<file path="src/rtl/iommu_ctrl_pkg.sv">
package iommu_ctrl_pkg;
  localparam int unsigned NUM_KINDS = 8;
  localparam int unsigned KIND_W    = $clog2(NUM_KINDS);
  localparam int unsigned NUM_SLOTS = 4;
  localparam int unsigned SLOT_W    = $clog2(NUM_SLOTS);

  localparam logic [11:0] OFF_CTRL  = 12'h000;
  localparam logic [11:0] OFF_CFG   = 12'h004;
  localparam logic [11:0] OFF_STAT  = 12'h008;
  localparam logic [11:0] OFF_FLALL = 12'h00C;
  localparam logic [11:0] OFF_FLENT = 12'h010;
  localparam logic [11:0] OFF_BASE  = 12'h014;
  localparam logic [11:0] OFF_ISTAT = 12'h018;
  localparam logic [11:0] OFF_ICLR  = 12'h01C;
  localparam logic [11:0] OFF_APAGE = 12'h024;
  localparam logic [11:0] OFF_AWR   = 12'h028;
  localparam logic [11:0] OFF_ARD   = 12'h02C;
  localparam logic [11:0] OFF_ADFLT = 12'h030;
  localparam logic [11:0] OFF_VER   = 12'h034;

  localparam logic [31:0] CFG_KEEP  = 32'h0150_FFFF;

  typedef enum logic [2:0] {
    MODE_OFF  = 3'd0,
    MODE_RUN  = 3'd5,
    MODE_HOLD = 3'd7
  } mode_e;

  // slot index order matches fault address register order
  localparam logic [SLOT_W-1:0] SLOT_PAGE = 2'd0;
  localparam logic [SLOT_W-1:0] SLOT_WR   = 2'd1;
  localparam logic [SLOT_W-1:0] SLOT_RD   = 2'd2;
  localparam logic [SLOT_W-1:0] SLOT_DFLT = 2'd3;

  function automatic logic [SLOT_W-1:0] route_of(input logic [KIND_W-1:0] kind);
    case (kind)
      3'd0:             return SLOT_PAGE;
      3'd3:             return SLOT_DFLT;
      3'd2, 3'd6, 3'd7: return SLOT_WR;
      default:          return SLOT_RD;
    endcase
  endfunction
endpackage

</file>
<file path="src/rtl/iommu_ctrl_mode.sv">
module iommu_ctrl_mode
  import iommu_ctrl_pkg::*;
(
  input  logic        clk_i,
  input  logic        rst_ni,
  input  logic        wr_i,
  input  logic [31:0] wdata_i,
  input  logic        fault_i,
  input  logic        idle_i,
  output mode_e       mode_o,
  output logic        blocked_o
);
  mode_e mode_q, mode_d;
  logic  blocked_q;

  always_comb begin
    mode_d = mode_q;
    if (fault_i) begin
      mode_d = MODE_HOLD;
    end else if (wr_i) begin
      case (wdata_i)
        32'h0:   mode_d = MODE_OFF;
        32'h5:   mode_d = MODE_RUN;
        32'h7:   mode_d = MODE_HOLD;
        default: mode_d = mode_q;
      endcase
    end
  end

  always_ff @(posedge clk_i or negedge rst_ni) begin
    if (!rst_ni) begin
      mode_q    <= MODE_OFF;
      blocked_q <= 1'b0;
    end else begin
      mode_q    <= mode_d;
      blocked_q <= (mode_d == MODE_HOLD) && (blocked_q || idle_i);
    end
  end

  assign mode_o    = mode_q;
  assign blocked_o = blocked_q;
endmodule

</file>
<file path="src/rtl/iommu_fault_unit.sv">
module iommu_fault_unit
  import iommu_ctrl_pkg::*;
#(
  parameter int unsigned AW = 32
) (
  input  logic                           clk_i,
  input  logic                           rst_ni,
  input  logic                           flt_valid_i,
  input  logic [KIND_W-1:0]              flt_kind_i,
  input  logic [AW-1:0]                  flt_addr_i,
  input  logic                           clr_we_i,
  input  logic [NUM_KINDS-1:0]           clr_mask_i,
  output logic [NUM_KINDS-1:0]           status_o,
  output logic [NUM_SLOTS-1:0][AW-1:0]   slot_addr_o,
  output logic                           pend_any_o,
  output logic [KIND_W-1:0]              pend_idx_o
);
  logic [NUM_KINDS-1:0] status_q, set_vec, clr_vec;
  logic [SLOT_W-1:0]    slot_sel;
  logic                 capture;

  assign set_vec  = flt_valid_i ? (NUM_KINDS'(1) << flt_kind_i) : '0;
  assign clr_vec  = clr_we_i ? clr_mask_i : '0;
  assign slot_sel = route_of(flt_kind_i);
  assign capture  = flt_valid_i && !status_q[flt_kind_i];

  always_ff @(posedge clk_i or negedge rst_ni) begin
    if (!rst_ni) status_q <= '0;
    else         status_q <= (status_q & ~clr_vec) | set_vec;
  end

  for (genvar s = 0; s < NUM_SLOTS; s++) begin : g_slot
    logic [AW-1:0] addr_q;
    always_ff @(posedge clk_i or negedge rst_ni) begin
      if (!rst_ni) begin
        addr_q <= '0;
      end else if (capture && (slot_sel == SLOT_W'(s))) begin
        addr_q <= flt_addr_i;
      end
    end
    assign slot_addr_o[s] = addr_q;
  end

  // lowest pending kind is reported first
  always_comb begin
    pend_idx_o = '0;
    for (int i = NUM_KINDS - 1; i >= 0; i--) begin
      if (status_q[i]) pend_idx_o = KIND_W'(i);
    end
  end

  assign pend_any_o = |status_q;
  assign status_o   = status_q;
endmodule

</file>
<file path="src/rtl/iommu_flush_gen.sv">
module iommu_flush_gen #(
  parameter int unsigned PAGE_SHIFT = 12
) (
  input  logic                  clk_i,
  input  logic                  rst_ni,
  input  logic                  base_wr_i,
  input  logic                  all_wr_i,
  input  logic                  entry_wr_i,
  input  logic                  go_i,
  input  logic [31-PAGE_SHIFT:0] page_i,
  output logic                  flush_all_o,
  output logic                  flush_entry_o,
  output logic [31:0]           entry_addr_o
);
  logic                   all_q, ent_q;
  logic [31-PAGE_SHIFT:0] page_q;

  always_ff @(posedge clk_i or negedge rst_ni) begin
    if (!rst_ni) begin
      all_q  <= 1'b0;
      ent_q  <= 1'b0;
      page_q <= '0;
    end else begin
      all_q <= base_wr_i | (all_wr_i & go_i);
      ent_q <= entry_wr_i & go_i;
      if (entry_wr_i && go_i) page_q <= page_i;
    end
  end

  assign flush_all_o   = all_q;
  assign flush_entry_o = ent_q;
  assign entry_addr_o  = {page_q, {PAGE_SHIFT{1'b0}}};
endmodule

</file>
<file path="src/rtl/iommu_ctrl_regs.sv">
module iommu_ctrl_regs
  import iommu_ctrl_pkg::*;
#(
  parameter int unsigned ADDR_W     = 12,
  parameter int unsigned VER_MAJOR  = 3,
  parameter int unsigned VER_MINOR  = 3,
  parameter int unsigned BASE_ALIGN = 14,
  parameter int unsigned PAGE_SHIFT = 12
) (
  input  logic              clk_i,
  input  logic              rst_ni,
  input  logic              req_we_i,
  input  logic [ADDR_W-1:0] req_addr_i,
  input  logic [31:0]       req_wdata_i,
  output logic [31:0]       rsp_rdata_o,
  input  logic              flt_valid_i,
  input  logic [2:0]        flt_kind_i,
  input  logic [31:0]       flt_addr_i,
  input  logic              idle_i,
  output logic              irq_o,
  output logic              xlate_en_o,
  output logic              block_o,
  output logic              flush_all_o,
  output logic              flush_entry_o,
  output logic [31:0]       flush_entry_addr_o
);
  localparam logic [31:0] VER_WORD = {4'(VER_MAJOR), 7'(VER_MINOR), 21'b0};

  logic sel_ctrl, sel_cfg, sel_stat, sel_flall, sel_flent, sel_base;
  logic sel_istat, sel_iclr, sel_apage, sel_awr, sel_ard, sel_adflt, sel_ver;

  assign sel_ctrl  = req_addr_i == ADDR_W'(OFF_CTRL);
  assign sel_cfg   = req_addr_i == ADDR_W'(OFF_CFG);
  assign sel_stat  = req_addr_i == ADDR_W'(OFF_STAT);
  assign sel_flall = req_addr_i == ADDR_W'(OFF_FLALL);
  assign sel_flent = req_addr_i == ADDR_W'(OFF_FLENT);
  assign sel_base  = req_addr_i == ADDR_W'(OFF_BASE);
  assign sel_istat = req_addr_i == ADDR_W'(OFF_ISTAT);
  assign sel_iclr  = req_addr_i == ADDR_W'(OFF_ICLR);
  assign sel_apage = req_addr_i == ADDR_W'(OFF_APAGE);
  assign sel_awr   = req_addr_i == ADDR_W'(OFF_AWR);
  assign sel_ard   = req_addr_i == ADDR_W'(OFF_ARD);
  assign sel_adflt = req_addr_i == ADDR_W'(OFF_ADFLT);
  assign sel_ver   = req_addr_i == ADDR_W'(OFF_VER);

  mode_e                         mode;
  logic                          blocked;
  logic [NUM_KINDS-1:0]          int_status;
  logic [NUM_SLOTS-1:0][31:0]    slot_addr;
  logic                          pend_any;
  logic [KIND_W-1:0]             pend_idx;
  logic [31:0]                   cfg_q;
  logic [31-BASE_ALIGN:0]        base_q;

  iommu_ctrl_mode u_mode (
    .clk_i     (clk_i),
    .rst_ni    (rst_ni),
    .wr_i      (req_we_i && sel_ctrl),
    .wdata_i   (req_wdata_i),
    .fault_i   (flt_valid_i),
    .idle_i    (idle_i),
    .mode_o    (mode),
    .blocked_o (blocked)
  );

  iommu_fault_unit #(.AW(32)) u_fault (
    .clk_i       (clk_i),
    .rst_ni      (rst_ni),
    .flt_valid_i (flt_valid_i),
    .flt_kind_i  (flt_kind_i),
    .flt_addr_i  (flt_addr_i),
    .clr_we_i    (req_we_i && sel_iclr),
    .clr_mask_i  (req_wdata_i[NUM_KINDS-1:0]),
    .status_o    (int_status),
    .slot_addr_o (slot_addr),
    .pend_any_o  (pend_any),
    .pend_idx_o  (pend_idx)
  );

  iommu_flush_gen #(.PAGE_SHIFT(PAGE_SHIFT)) u_flush (
    .clk_i         (clk_i),
    .rst_ni        (rst_ni),
    .base_wr_i     (req_we_i && sel_base),
    .all_wr_i      (req_we_i && sel_flall),
    .entry_wr_i    (req_we_i && sel_flent),
    .go_i          (req_wdata_i[0]),
    .page_i        (req_wdata_i[31:PAGE_SHIFT]),
    .flush_all_o   (flush_all_o),
    .flush_entry_o (flush_entry_o),
    .entry_addr_o  (flush_entry_addr_o)
  );

  always_ff @(posedge clk_i or negedge rst_ni) begin
    if (!rst_ni) begin
      cfg_q  <= '0;
      base_q <= '0;
    end else if (req_we_i) begin
      if (sel_cfg)  cfg_q  <= req_wdata_i & CFG_KEEP;
      if (sel_base) base_q <= req_wdata_i[31:BASE_ALIGN];
    end
  end

  always_comb begin
    rsp_rdata_o = '0;
    unique if (sel_ctrl)  rsp_rdata_o = {29'b0, mode};
    else if (sel_cfg)     rsp_rdata_o = cfg_q;
    else if (sel_stat)    rsp_rdata_o = {24'b0, pend_any, pend_idx, 3'b0, blocked};
    else if (sel_base)    rsp_rdata_o = {base_q, {BASE_ALIGN{1'b0}}};
    else if (sel_istat)   rsp_rdata_o = {{(32-NUM_KINDS){1'b0}}, int_status};
    else if (sel_apage)   rsp_rdata_o = slot_addr[SLOT_PAGE];
    else if (sel_awr)     rsp_rdata_o = slot_addr[SLOT_WR];
    else if (sel_ard)     rsp_rdata_o = slot_addr[SLOT_RD];
    else if (sel_adflt)   rsp_rdata_o = slot_addr[SLOT_DFLT];
    else if (sel_ver)     rsp_rdata_o = VER_WORD;
    else                  rsp_rdata_o = '0;
  end

  assign irq_o      = pend_any;
  assign xlate_en_o = mode != MODE_OFF;
  assign block_o    = mode == MODE_HOLD;
endmodule

</file>
<file path="config.mk">
export PLATFORM = sky130hd
export DESIGN_NAME = iommu_ctrl_regs
export DESIGN_NICKNAME = d
export VERILOG_FILES = /design/src/rtl/iommu_ctrl_pkg.sv /design/src/rtl/iommu_ctrl_mode.sv /design/src/rtl/iommu_fault_unit.sv /design/src/rtl/iommu_flush_gen.sv /design/src/rtl/iommu_ctrl_regs.sv
export SDC_FILE = /design/constraint.sdc
export NUM_CORES = 1
export LEC_CHECK = 0
export ABC_AREA = 1
export BUFFER_PORTS_ARGS = -buffer_cell sky130_fd_sc_hd__buf_2
export CAP_MARGIN = 25
export CORE_ASPECT_RATIO = 1.2
export CORE_UTILIZATION = 30
export CTS_BUF_LIST = sky130_fd_sc_hd__clkbuf_8
export DETAILED_ROUTE_END_ITERATION = 8
export GPL_TIMING_DRIVEN = 0
export PLACE_DENSITY = 0.57
export SLEW_MARGIN = 20
export SYNTH_ARGS = -nofsm -noshare
export SYNTH_HDL_FRONTEND = slang
export SYNTH_HIERARCHICAL = 1
export SYNTH_SLANG_ARGS = --single-unit
</file>
<file path="constraint.sdc">
create_clock -name clk_i -period 3.5 [get_ports clk_i]
set_input_delay 0.35 -clock clk_i [delete_from_list [all_inputs] [get_ports clk_i]]
set_output_delay 0.35 -clock clk_i [all_outputs]
set_load 0.02 [all_outputs]
</file>
# Word-level counts from Yosys, hierarchy flattened
# Cells that the tools add are included.
[totals] regBits=199 out_inout_bits=69 elab_cells=92 inputBits=84
[op_classes] bitwise=6 reduce_logical=23 eq_ne=23 n_lt_le_gt_ge=1 n_mux=26 n_shift=1
[ops] cell="$mux W32" n=9
[ops] cell="$eq A32 B3 Y1 const B" n=2
[ops] cell="$eq A12 B6 Y1 const B" n=5
[ops] cell="$eq A12 B5 Y1 const B" n=4
[ops] cell="$logic_not A32 Y1" n=1
[ops] cell="$mux W3" n=10
[ops] cell="$mux W30" n=1
[ops] cell="$eq A12 B4 Y1 const B" n=2
[ops] cell="$mux W8" n=2
[ops] cell="$eq A12 B3 Y1 const B" n=1
[ops] cell="$eq A3 B3 Y1 const B" n=4
[ops] cell="$logic_and A1 B1 Y1" n=12
[ops] cell="$logic_not A12 Y1" n=1
[ops] cell="$pmux W3 S3" n=1
[ops] cell="$and A8 B8 Y8" n=1
[ops] cell="$not A8 Y8" n=1
[ops] cell="$or A8 B8 Y8" n=1
[ops] cell="$reduce_or A8 Y1" n=1
[ops] cell="$shl A1 B3 Y8 const A" n=1
[ops] cell="$eq A3 B2 Y1 const B" n=2
[ops] cell="$pmux W2 S3" n=1
[ops] cell="$eq A2 B2 Y1 const B" n=2
[ops] cell="$lt A3 B4 Y1 const B" n=1
[ops] cell="$reduce_and A2 Y1" n=2
[ops] cell="11 further kinds" n=12

# Depth between registers and ports, before layout
[depth] depth_word=11 ltp_mapped=16 depth_no_buf=15

# Hierarchy
# Netlist, hierarchy kept.
[by_module_without_submodules] module="iommu_fault_unit" cells_per_inst=648 n_inst=1 area_per_inst_um2=5621.6 seq_area_each_um2=3403.3
[by_module_without_submodules] module="iommu_ctrl_regs" cells_per_inst=568 n_inst=1 area_per_inst_um2=3450.8 seq_area_each_um2=925.9
[by_module_without_submodules] module="iommu_flush_gen" cells_per_inst=106 n_inst=1 area_per_inst_um2=943.4 seq_area_each_um2=550.5
[by_module_without_submodules] module="iommu_ctrl_mode" cells_per_inst=50 n_inst=1 area_per_inst_um2=300.3 seq_area_each_um2=100.1

# Worst setup path after synthesis
# No wires, ideal clock.
[synth_timing] kind="input-to-reg" from="input port req_addr_i[9]" to="register u_mode.blocked_q, in the netlist u_mode/blocked_o" setup_ps=114 t_required_ps=3386 stages=16 arrival_ps=1889 path_buffers=1 path_slack_ps=1497 cell_sequence="nor2_2 > nand2_2 > nor2_2 > inv_2 > nor2_1 > inv_1 > clkbuf_1 > nor2_1 > nor3b_1 > nand2_1 > nor2_4 > nand2_1 > nand2_1 > nand2_1 > nand2_1 > nor2_1"
[synth_via] elab_chain_cells=6
[synth_lines] element="from (decl)" line="iommu_ctrl_regs.sv:13" source="input logic [ADDR_W-1:0] req_addr_i,"
[synth_lines] element="$logic_not A12 Y1" line="iommu_ctrl_regs.sv:32" source="assign sel_ctrl = req_addr_i == ADDR_W'(OFF_CTRL);"
[synth_lines] element="$logic_and A1 B1 Y1" line="iommu_ctrl_regs.sv:58" source=".wr_i (req_we_i && sel_ctrl),"
[synth_lines] element="$mux W3" line="iommu_ctrl_mode.sv:20" source="end else if (wr_i) begin"
[synth_lines] element="$mux W3" line="iommu_ctrl_mode.sv:18" source="if (fault_i) begin"
[synth_lines] element="net u_mode.mode_d[2]" line="iommu_ctrl_mode.sv:13" source="mode_e mode_q, mode_d;"
[synth_lines] element="$eq A3 B3 Y1" line="iommu_ctrl_mode.sv:36" source="blocked_q <= (mode_d == MODE_HOLD) && (blocked_q || idle_i);"
[synth_lines] element="$logic_and A1 B1 Y1" line="iommu_ctrl_mode.sv:36"
[synth_lines] element="to (signal assigned)" line="iommu_ctrl_mode.sv:36"
[synth_lines] element="to (decl)" line="iommu_ctrl_mode.sv:14" source="logic blocked_q;"
# The timed path passes the listed nets, and every way through them passes these cells.
# A chain may end at the register's enable or synchronous reset.

# Worst setup path after layout
[layout_timing] from="input port req_addr_i[9]" to="output port rsp_rdata_o[8]"
[layout_via] elab_chain_cells=10 elab_cells_between_ends=18 cone_classes="eq/ne: 8; mux: 9; reduce/logical: 1"
[layout_lines] element="$eq A12 B6 Y1" line="iommu_ctrl_regs.sv:43" source="assign sel_adflt = req_addr_i == ADDR_W'(OFF_ADFLT);"
[layout_lines] element="$mux W32" line="iommu_ctrl_regs.sv:113" source="else if (sel_adflt) rsp_rdata_o = slot_addr[SLOT_DFLT];"
[layout_lines] element="$mux W32" line="iommu_ctrl_regs.sv:112" source="else if (sel_ard) rsp_rdata_o = slot_addr[SLOT_RD];"
[layout_lines] element="$mux W32" line="iommu_ctrl_regs.sv:111" source="else if (sel_awr) rsp_rdata_o = slot_addr[SLOT_WR];"
[layout_lines] element="$mux W32" line="iommu_ctrl_regs.sv:110" source="else if (sel_apage) rsp_rdata_o = slot_addr[SLOT_PAGE];"
[layout_lines] element="$mux W32" line="iommu_ctrl_regs.sv:109" source="else if (sel_istat) rsp_rdata_o = {{(32-NUM_KINDS){1'b0}}, int_status};"
[layout_lines] element="$mux W32" line="iommu_ctrl_regs.sv:108" source="else if (sel_base) rsp_rdata_o = {base_q, {BASE_ALIGN{1'b0}}};"
[layout_lines] element="$mux W32" line="iommu_ctrl_regs.sv:107" source="else if (sel_stat) rsp_rdata_o = {24'b0, pend_any, pend_idx, 3'b0, blocked};"
[layout_lines] element="$mux W32" line="iommu_ctrl_regs.sv:106" source="else if (sel_cfg) rsp_rdata_o = cfg_q;"
[layout_lines] element="$mux W32 (*)" line="iommu_ctrl_regs.sv:105" source="unique if (sel_ctrl) rsp_rdata_o = {29'b0, mode};"
[layout_lines] element="to (decl)" line="iommu_ctrl_regs.sv:15" source="output logic [31:0] rsp_rdata_o,"
# Every way passes the cells marked *; elsewhere a longest branch is shown, timed or not.

==> results.cfg <==
[run_status]
status = finished, final reports clean

[cells_and_area]
final_nets = 1627
area_growth_pct = 17.2
drive_gt1_share_pct = 18.9

[clock_network]
cts_root_buffer = clkbuf_8
cts_setup_buffers = 0
clk_pin_slew_worst_paths_ns = 0.11
clockBufferDepth = 2
cts_tree = built
numCtsBuffers = 17
cts_resized = 0
cts_hold_buffers = 1
cts_max_level = 4
clkSinkCount = 199
clkLatencyLatePin_ns = 0.50

[placed_design]
gp_congestion = 0.870
post-dp-hpwl_um = 26000
port_buffers = 138

[setup_path]
critPathCaptureType = output port
required_ns = 3.15
cp_data_arrival_time_ns = 2.42
startpoint_type = input pin
critPathMaxFanout = 10
critPathKind = in2out
crit_path_top_delay_cell = inv_1
crit_chain = buf_2, nor2_2, nand2_2, nor2_4, nand2_2, inv_1, buf_4, nand2_1, nand4_1, o211ai_1, nand2_1, buf_2
cpPeakStageDelay_ns = 0.28

[logic_synthesis]
synth_top_family_by_area = simple AND/OR/NAND/NOR gates
synth_edf_count = 0
synthSimpleGateAreaFrac_pct = 38.6
synth.mux.area_fraction_pct = 1.53
synth_cells = 1372
synth-xor-area-share_pct = 0
netlist.area_leader.share_pct = 48.3
ys_ff_latch = 199
async_flop_share_pct = 100
avgSynthCellArea_um2 = 7.52
yosysSeqAreaShare_pct = 48.3
synth_area_leaders = dfrtp_1 48%, nand2_1 21%, nand3_1 11%, nor2_1 2.8%, buf_4 2.3%
ys.flop_type = dfrtp_1
synth_top_cell_by_area = dfrtp_1
yosys_warnings = 6
yosysUniqueCellTypes = 34
synthAdderAreaFrac_pct = 0
synth_compound_area_share_pct = 4.29
syn_area_um2 = 10300

[sta]
period_share_pct = 79.3
tightestPinTransition_ns = 0.758
fin_hold_ws_ns = 0.0928
clock_skew_ns = 0.0151
setup_violations = 0
fmax_mhz = 361
period_needed_ns = 2.77
rsz0062_at_grt = no
finalSetupTns_ns = 0
max_slew_margin_pct = 49.5
drv_slew = 0
finalHoldViolCount = 0

[detailed_routing]
postRouteAntennaNets = 0
viasPerCell = 4.90
drcViolationCount = 0
via_count = 9861
firstDrtPassIters = 5
wl_per_cell_um = 17.5
totalWireLength_um = 35200
drtIter0Drc = 850

[global_routing]
grtUsageTotal_pct = 20.7
grt_max_degree = 81
grt_overflow = 0
grt_pass1_vias = 9473
grt_pass1_wl_um = 54200
antenna_found_initial = 1

[power]
p_leak_nw = 6.70
irDropWorstVdd_v = 0.000185
power.density_nw_per_um2 = 435

[job]
cap_violations = 0

[die]
die_y_um = 205
initial_core_util_pct = 30.4
num_io_pins = 153
coreArea_um2 = 34000
die_area_um2 = 35100
rows = 74
dieWidth_um = 171

[min_path]
hold_path.class = in2reg
==> worst paths after layout <==
kind	start	endpoint	slack (ns)	depth (start not counted)
setup reg to reg	u_fault/status_o[2]	u_fault/g_slot[0].addr_q[19]	1.59	7
max in group asynchronous	rst_ni	u_fault/g_slot[0].addr_q[10]	2.01	4
setup / recovery	req_addr_i[9]	rsp_rdata_o[8]	0.73	12
hold / removal	req_wdata_i[19]	base_q[5]	0.09	3
hold reg to reg	u_fault/g_slot[2].addr_q[0]	u_fault/g_slot[2].addr_q[0]	0.48	2
min in group asynchronous	rst_ni	u_flush/page_q[15]	0.35	2
==> placed cells by master, fill, tap and decap left out, types with 5 or more instances in the layout <==
cell type and instances:
or2_2 6, o21ai_0 28, nor2_1 76, nor2_4 8
a21oi_1 10, nor2_2 7, o21ai_1 12, buf_2 163
mux2_2 14, o211ai_1 13, nor3_1 6, clkbuf_8 17
inv_2 5, nand4_1 8, buf_6 6, nand3_1 218
clkbuf_1 22, conb_1 12, inv_1 51, dfrtp_1 199
nand2_1 585, o21ai_2 7, nand2_2 9, buf_4 32
==> power by group <==
group,switching [mW],internal (mW)
combinational,0.493,0.282
clock,0.937,0.596
sequential,0.231,2.72
==> flip-flops by register name (all words and copies together) (netlist names) <==
register / count
base_q: 18
cfg_q: 19
u_fault/g_slot.addr_q: 128
u_fault/status_o: 8
u_flush/flush_all_o: 1
u_flush/flush_entry_o: 1
u_flush/page_q: 20
u_mode/blocked_o: 1
u_mode/mode_o: 3
==> routing by layer <==
metal	wire length, um	vias up	track usage [%]
li1	-	4688	-
met1	14500	4775	25.8
met2	17400	333	34.7
met3	1820	65	3.13
met4	1540	0	10.2
met5	0	-	0
==> synth_stat cells, types with 7 or more instances <==
cell,instances
nand3_1,218
nor2_2,7
buf_4,32
nor2_1,76
buf_2,26
o21ai_1,12
nor2_4,8
nand4_1,8
nand2_2,9
mux2_2,14
o21ai_2,7
inv_1,51
a21oi_1,10
nand2_1,585
clkbuf_1,22
o211ai_1,13
o21ai_0,28
dfrtp_1,199
==> final cells by class <==
type / instances / area, um2
Fill cell: 3661 / 21900
Sequential cell: 199 / 4980
Multi-Input combinational cell: 1038 / 4630
Timing Repair Buffer: 141 / 766
Tap cell: 456 / 571
Buffer: 88 / 528
Clock buffer: 17 / 234
Inverter: 58 / 218
Clock inverter: 14 / 163
Antenna cell: 1 / 2.50
==> worst max-delay path: cells and delay by family <==
family	cells	cell delay, ns
compound gates	1	0.23
simple gates	7	1.00
buf+inv	4	0.83
==> metrics by stage <==
step	util, %	instance area [um2]	setup slack (ns)	power (mW)	instances
2_1_floorplan	-	10400	1.50	3.42	1383
3_3_place_gp	34.2	11600	-1.50	3.72	1977
3_5_place_dp	34.4	11700	0.716	3.76	1979
4_1_cts	35.6	12100	0.713	5.29	2011
5_1_grt	35.6	12100	0.605	5.53	2012
6_report	35.6	12100	0.726	5.26	2012
==> logic make-up after synthesis <==
group	count (synthesis)
buf+inv	146
mux	14
other cells	1
flops	199
simple gates	938
compound gates	74
No activity file was read; power rests on OpenSTA's default activity.
